## config.mk

```make
export PLATFORM = sky130hd
export DESIGN_NAME = dram_cycle_classifier
export DESIGN_NICKNAME = d
export VERILOG_FILES = /design/src/rtl/dcc_pkg.sv /design/src/rtl/dcc_strobe_sampler.sv /design/src/rtl/dcc_refresh_counter.sv /design/src/rtl/dcc_cycle_decoder.sv /design/src/rtl/dram_cycle_classifier.sv
export SDC_FILE = /design/constraint.sdc
export NUM_CORES = 1
export LEC_CHECK = 0
export ABC_AREA = 0
export BUFFER_PORTS_ARGS = -buffer_cell sky130_fd_sc_hd__buf_4
export CAP_MARGIN = 10
export CORE_ASPECT_RATIO = 1.4
export CORE_MARGIN = 5
export CORE_UTILIZATION = 47
export CTS_BUF_LIST = sky130_fd_sc_hd__clkbuf_16
export DETAILED_ROUTE_END_ITERATION = 16
export PLACE_DENSITY = 0.78
export REMOVE_ABC_BUFFERS = 1
export SLEW_MARGIN = 20
export SYNTH_ARGS = -nofsm -noshare
export SYNTH_HDL_FRONTEND = slang
export SYNTH_SLANG_ARGS = --single-unit
```

## constraint.sdc

```tcl
create_clock -name clk -period 1.4 [get_ports clk]
set_input_delay 0.14 -clock clk [delete_from_list [all_inputs] [get_ports clk]]
set_output_delay 0.14 -clock clk [all_outputs]
set_load 0.01 [all_outputs]
```

## src/rtl/dcc_pkg.sv

```systemverilog
package dcc_pkg;

    typedef enum logic [2:0] {
        CYC_IDLE   = 3'd0,
        CYC_NORMAL = 3'd1,
        CYC_ROWREF = 3'd2,
        CYC_CBR    = 3'd3,
        CYC_HIDDEN = 3'd4,
        CYC_TESTIN = 3'd5
    } cyc_e;

    // sampled strobe view handed from the sampler to the decoder
    typedef struct packed {
        logic ras_low;    // row strobe low in this sample
        logic ras_fall;   // high last sample, low now
        logic cas_low;    // either column lane low now
        logic cas_setup;  // column low last sample and now
        logic we_setup;   // write enable low last sample and now
        logic hidden;     // column held low since the last row strobe rise
    } strobe_s;

    function automatic cyc_e pick_type(strobe_s s);
        cyc_e t;
        if (!s.cas_setup)    t = CYC_ROWREF;
        else if (s.we_setup) t = CYC_TESTIN;
        else if (s.hidden)   t = CYC_HIDDEN;
        else                 t = CYC_CBR;
        return t;
    endfunction

    function automatic logic uses_counter(cyc_e t);
        return (t == CYC_CBR) || (t == CYC_HIDDEN) || (t == CYC_TESTIN);
    endfunction

endpackage

```

## src/rtl/dcc_strobe_sampler.sv

```systemverilog
module dcc_strobe_sampler
    import dcc_pkg::*;
(
    input  logic    clk,
    input  logic    rst,
    input  logic    ras_n,
    input  logic    cas_lo_n,
    input  logic    cas_hi_n,
    input  logic    we_n,
    output strobe_s smp
);

    logic ras_q;
    logic cas_low_q;
    logic we_low_q;
    logic hid_arm;
    logic cas_low_now;
    logic ras_rise;

    assign cas_low_now = !cas_lo_n || !cas_hi_n;
    assign ras_rise    = !ras_q && ras_n;

    always_ff @(posedge clk) begin
        if (rst) begin
            ras_q     <= 1'b1;
            cas_low_q <= 1'b0;
            we_low_q  <= 1'b0;
            hid_arm   <= 1'b0;
        end else begin
            ras_q     <= ras_n;
            cas_low_q <= cas_low_now;
            we_low_q  <= !we_n;
            if (!cas_low_now)
                hid_arm <= 1'b0;
            else if (ras_rise)
                hid_arm <= 1'b1;
            else if (ras_q && !ras_n)
                hid_arm <= 1'b0;
        end
    end

    always_comb begin
        smp.ras_low   = !ras_n;
        smp.ras_fall  = ras_q && !ras_n;
        smp.cas_low   = cas_low_now;
        smp.cas_setup = cas_low_now && cas_low_q;
        smp.we_setup  = !we_n && we_low_q;
        smp.hidden    = hid_arm;
    end

endmodule

```

## src/rtl/dcc_refresh_counter.sv

```systemverilog
module dcc_refresh_counter #(
    parameter int CNT_W = 12
) (
    input  logic             clk,
    input  logic             rst,
    input  logic             adv,
    output logic [CNT_W-1:0] cnt
);

    always_ff @(posedge clk) begin
        if (rst)
            cnt <= '0;
        else if (adv)
            cnt <= cnt + 1'b1;
    end


    cnt_hold_chk: assert property (@(posedge clk) disable iff (rst)
        !adv |=> $stable(cnt));

endmodule

```

## src/rtl/dcc_cycle_decoder.sv

```systemverilog
module dcc_cycle_decoder
    import dcc_pkg::*;
#(
    parameter int ROW_W = 13,
    parameter int CNT_W = 12
) (
    input  logic             clk,
    input  logic             rst,
    input  strobe_s          smp,
    input  logic [ROW_W-1:0] row_addr,
    input  logic [CNT_W-1:0] cnt,
    output logic             cnt_adv,
    output cyc_e             cyc_type,
    output logic             ref_stb,
    output logic [ROW_W-1:0] ref_row,
    output logic             ref_pair,
    output logic             test_mode
);

    localparam logic PAIR_ON = (ROW_W > CNT_W);

    logic [ROW_W-1:0] cnt_row;
    cyc_e             fall_type;

    generate
        if (ROW_W > CNT_W) begin : g_pad
            assign cnt_row = {{(ROW_W-CNT_W){1'b0}}, cnt};
        end else begin : g_trim
            assign cnt_row = cnt[ROW_W-1:0];
        end
    endgenerate

    assign fall_type = pick_type(smp);
    assign cnt_adv   = smp.ras_fall && uses_counter(fall_type);

    always_ff @(posedge clk) begin
        if (rst) begin
            cyc_type  <= CYC_IDLE;
            ref_stb   <= 1'b0;
            ref_row   <= '0;
            ref_pair  <= 1'b0;
            test_mode <= 1'b0;
        end else begin
            ref_stb <= 1'b0;
            if (!smp.ras_low) begin
                cyc_type <= CYC_IDLE;
            end else if (smp.ras_fall) begin
                cyc_type <= fall_type;
                ref_stb  <= 1'b1;
                if (uses_counter(fall_type)) begin
                    ref_row  <= cnt_row;
                    ref_pair <= PAIR_ON;
                end else begin
                    ref_row  <= row_addr;
                    ref_pair <= 1'b0;
                end
                if (fall_type == CYC_TESTIN)
                    test_mode <= 1'b1;
            end else if (cyc_type == CYC_ROWREF && smp.cas_low) begin
                cyc_type  <= CYC_NORMAL;
                test_mode <= 1'b0;
            end
        end
    end


    idle_after_rise_chk: assert property (@(posedge clk) disable iff (rst)
        !smp.ras_low |=> cyc_type == CYC_IDLE);


    code_hold_chk: assert property (@(posedge clk) disable iff (rst)
        (smp.ras_low && !smp.ras_fall && cyc_type != CYC_ROWREF) |=> $stable(cyc_type));


    single_strobe_chk: assert property (@(posedge clk) disable iff (rst)
        ref_stb |=> !ref_stb);


    tm_set_src_chk: assert property (@(posedge clk) disable iff (rst)
        $rose(test_mode) |-> cyc_type == CYC_TESTIN);


    normal_clears_tm_chk: assert property (@(posedge clk) disable iff (rst)
        cyc_type == CYC_NORMAL |-> !test_mode);


    tm_keep_chk: assert property (@(posedge clk) disable iff (rst)
        (ref_stb && cyc_type != CYC_TESTIN) |-> test_mode == $past(test_mode));

endmodule

```

## src/rtl/dram_cycle_classifier.sv

```systemverilog
module dram_cycle_classifier
    import dcc_pkg::*;
#(
    parameter int ROW_W = 13,
    parameter int CNT_W = 12
) (
    input  logic             clk,
    input  logic             rst,
    input  logic             ras_n,
    input  logic             cas_lo_n,
    input  logic             cas_hi_n,
    input  logic             we_n,
    input  logic [ROW_W-1:0] row_addr,
    output logic [2:0]       cyc_type,
    output logic             ref_stb,
    output logic [ROW_W-1:0] ref_row,
    output logic             ref_pair,
    output logic             test_mode
);

    strobe_s          smp;
    logic             cnt_adv;
    logic [CNT_W-1:0] cnt;
    cyc_e             dec_type;

    dcc_strobe_sampler u_sampler (
        .clk      (clk),
        .rst      (rst),
        .ras_n    (ras_n),
        .cas_lo_n (cas_lo_n),
        .cas_hi_n (cas_hi_n),
        .we_n     (we_n),
        .smp      (smp)
    );

    dcc_refresh_counter #(.CNT_W(CNT_W)) u_counter (
        .clk (clk),
        .rst (rst),
        .adv (cnt_adv),
        .cnt (cnt)
    );

    dcc_cycle_decoder #(.ROW_W(ROW_W), .CNT_W(CNT_W)) u_decoder (
        .clk       (clk),
        .rst       (rst),
        .smp       (smp),
        .row_addr  (row_addr),
        .cnt       (cnt),
        .cnt_adv   (cnt_adv),
        .cyc_type  (dec_type),
        .ref_stb   (ref_stb),
        .ref_row   (ref_row),
        .ref_pair  (ref_pair),
        .test_mode (test_mode)
    );

    assign cyc_type = dec_type;

endmodule

```

==> impl_metrics.tcl <==
set metrics [dict create \
    overflow 0 \
    yosysSeqAreaShare_pct 45.7 \
    clk_latency_ns 0.28 \
    synth_flop_cell "dfxtp_1" \
    drive_above_1_share_pct 43.6 \
    ant_nets 0 \
    routed_via_density 5.63 \
    start_kind "register" \
    violations "setup timing" \
    grt_max_degree 21 \
    clk_pin_slew_worst_paths_ns 0.06 \
    hp-start "we_n" \
    dp_hpwl_mm 2.89 \
    slew-limit-headroom_pct 81.3 \
    whs_path_depth 2 \
    status "finished with violations" \
    synth.distinct_cells 32 \
    drv_slew 0 \
    fin_crit_ns 1.50 \
    power.leakage_nw 0.952 \
    cp-end-kind "register" \
    cts-root-buf "clkbuf_16" \
    slowest_delay_ns 0.54 \
    rsz0062_at_grt "true" \
    maxCapViolCount 0 \
    yosys-top-cells-area "dfxtp_1, mux2i_1, a211oi_1" \
    nNetsFinal 246 \
    cp_data_required_time_ns 1.61 \
    drt_iter0_drc 47 \
    power_mw 2.67 \
    power_density_nw_per_um2 1160 \
    fp.dieW_um 58.3 \
    reg2reg_slack_ns -0.10 \
    cts_buffers 5 \
    cts_tree "yes" \
    grt_usage_pct 19.8 \
    setup_tns_ns -0.201 \
    ys_ff_latch 35 \
    postSynthCellCount 166 \
    cts_htree_levels 2 \
    core_um2 3120 \
    fin_skew_ns 0.00632 \
    peakVddDrop_v 0.00111 \
    min_to "u_sampler.we_low_q" \
    portBuffers 37 \
    grt_pass1_vias 1532 \
    synthTopCellsByCount "dfxtp_1, nor2_1, a211oi_1" \
    syn_area_um2 1530 \
    fin_ws_ns -0.103 \
    critical_path.cell_chain "a21boi_4 -> nand3_1 -> or4_1 -> a21oi_1" \
    syn_avg_cell_area_um2 9.24 \
    hold_violations 0 \
    yosysWarnings 0 \
    drt-wirelength-per-cell_um 17.5 \
    dieHeight_um 77.6 \
    setup_viol 5 \
    clockBufferDepth 2 \
    cts_sinks 35 \
    io_pins 38 \
    min_path_type "in2reg" \
    yosysMostFrequentCell "dfxtp_1" \
    period_share_pct 107 \
    crit_fanout 4 \
    synth_top_area_share_pct 45.7 \
    detail_route.first_pass.iterations 4 \
    vias 1487 \
    r2r-end "u_counter.cnt[11]" \
    cp_slowest_cell "or4_1" \
    r2r-start "u_sampler.cas_low_q" \
    n_antenna_cell 0 \
    drcViolationCount 0 \
    std_cell_rows 24 \
    grt_pass1_wl_mm 7.00 \
    critical_path_arrival_ns 1.71 \
    synth_area_leader_cell "dfxtp_1" \
    place.gp.congestion 0.844 \
    totalWireLength_mm 4.61 \
    timing.fmax_ghz 0.665 \
    path_class "reg2reg" \
    initial_utilization_pct 49.1 \
    synthToLayoutAreaGrowth_pct 49.5 \
    r2r_cells 4 \
    crit_path_start "u_sampler.cas_low_q" \
    cp_top_family "simple AND/OR/NAND/NOR gates" \
    synth_edf_count 0 \
    path_buf_inv 0 \
    tightest_slew_ns 0.280 \
    ys_async_sr_fraction_pct 0 \
    antenna_found_initial 0 \
    die_area_um2 4520 \
]
sequential cells by signal, indices dropped and copies added (netlist names):
signal,cells
u_decoder.ref_row,13
u_counter.cnt,12
u_decoder.cyc_type,3
u_decoder.ref_pair,1
u_decoder.ref_stb,1
u_decoder.test_mode,1
u_sampler.cas_low_q,1
u_sampler.hid_arm,1
u_sampler.ras_q,1
u_sampler.we_low_q,1
cells in the final DEF, fill, tap and decap left out, types with 2 or more instances in the layout:
cell       instances
clkbuf_16          5
nand2_1            9
dfxtp_2            8
a21oi_1            7
nand4_1            3
a211oi_1          14
inv_1              6
mux2i_1           13
or4_1              3
a21oi_2            4
or4_4              2
o31ai_1            3
nand3_1            5
nand4_4            2
nor2_1            20
dfxtp_1           27
nor2b_1            3
xor2_1             5
buf_4             59
nor3_1             2
ha_4               2
area by class of cell:
| cell class | instances | area [um^2] |
|---|---|---|
| Clock buffer | 5 | 125 |
| Clock inverter | 3 | 43.8 |
| Fill cell | 217 | 830 |
| Inverter | 6 | 22.5 |
| Multi-Input combinational cell | 115 | 873 |
| Sequential cell | 35 | 711 |
| Tap cell | 39 | 48.8 |
| Timing Repair Buffer | 61 | 469 |
per-stage QoR:
stage | area [um^2] | util [%] | instances | hold WS [ns] | setup slack [ns]
finish | 2290 | 73.4 | 264 | 0.0382 | -0.103
global route | 2290 | 73.4 | 264 | 0.0282 | -0.151
CTS | 2230 | 71.3 | 262 | 0.0370 | -0.0127
detailed placement | 1960 | 62.8 | 251 | 0.317 | -0.206
global placement | 1960 | 62.8 | 251 | 0.311 | -0.0471
floorplan | 1490 | - | 156 | 0.207 | -0.666
routing by layer:
metal / GRT usage (%) / up-vias / routed length [um]
met5: 0 / - / 0
met4: 10.7 / 0 / 160
met3: 5.65 / 18 / 245
met2: 35.2 / 54 / 2490
met1: 20.1 / 699 / 1710
li1: - / 716 / -
timing repair:
| item | in CTS | in global routing |
|---|---|---|
| resized for setup | 18 | 15 |
| setup endpoints to repair | 9 | 9 |
| hold endpoints to repair | 0 | 0 |
| pin swaps | 7 | 4 |
| buffers inserted | 3 | 2 |
| hold buffers | 0 | 0 |
kinds of logic after synthesis:
group	synth area share (%)
mux	8.48
compound gates	16.3
flops	45.7
simple gates	20.1
buf+inv	4.16
fa+ha+maj	2.45
xor+xnor	2.85
how the worst max path moves through the flow:
stage                             end  slack [ns]  depth (start not counted)
floorplan            u_counter.cnt[7]       -0.67                          4
global placement     u_counter.cnt[7]       -0.05                          6
detailed placement   u_counter.cnt[7]       -0.21                          6
CTS                  u_counter.cnt[6]       -0.01                          5
global route        u_counter.cnt[11]       -0.15                          4
finish              u_counter.cnt[11]       -0.10                          4
worst register-to-register path, cell delays in order, from the launching register on:
cell and delay (ns):
dfxtp_2 0.31, a21boi_4 0.26, nand3_1 0.16, or4_1 0.54, a21oi_1 0.16
power breakdown:
part | total [mW] | internal (mW) | switching (mW)
Clock | 1.27 | 0.839 | 0.426
Sequential | 1.07 | 1.04 | 0.0250
Combinational | 0.338 | 0.173 | 0.165
Total | 2.67 | 2.05 | 0.616
Note: power is estimated with default switching activity, not from simulation.
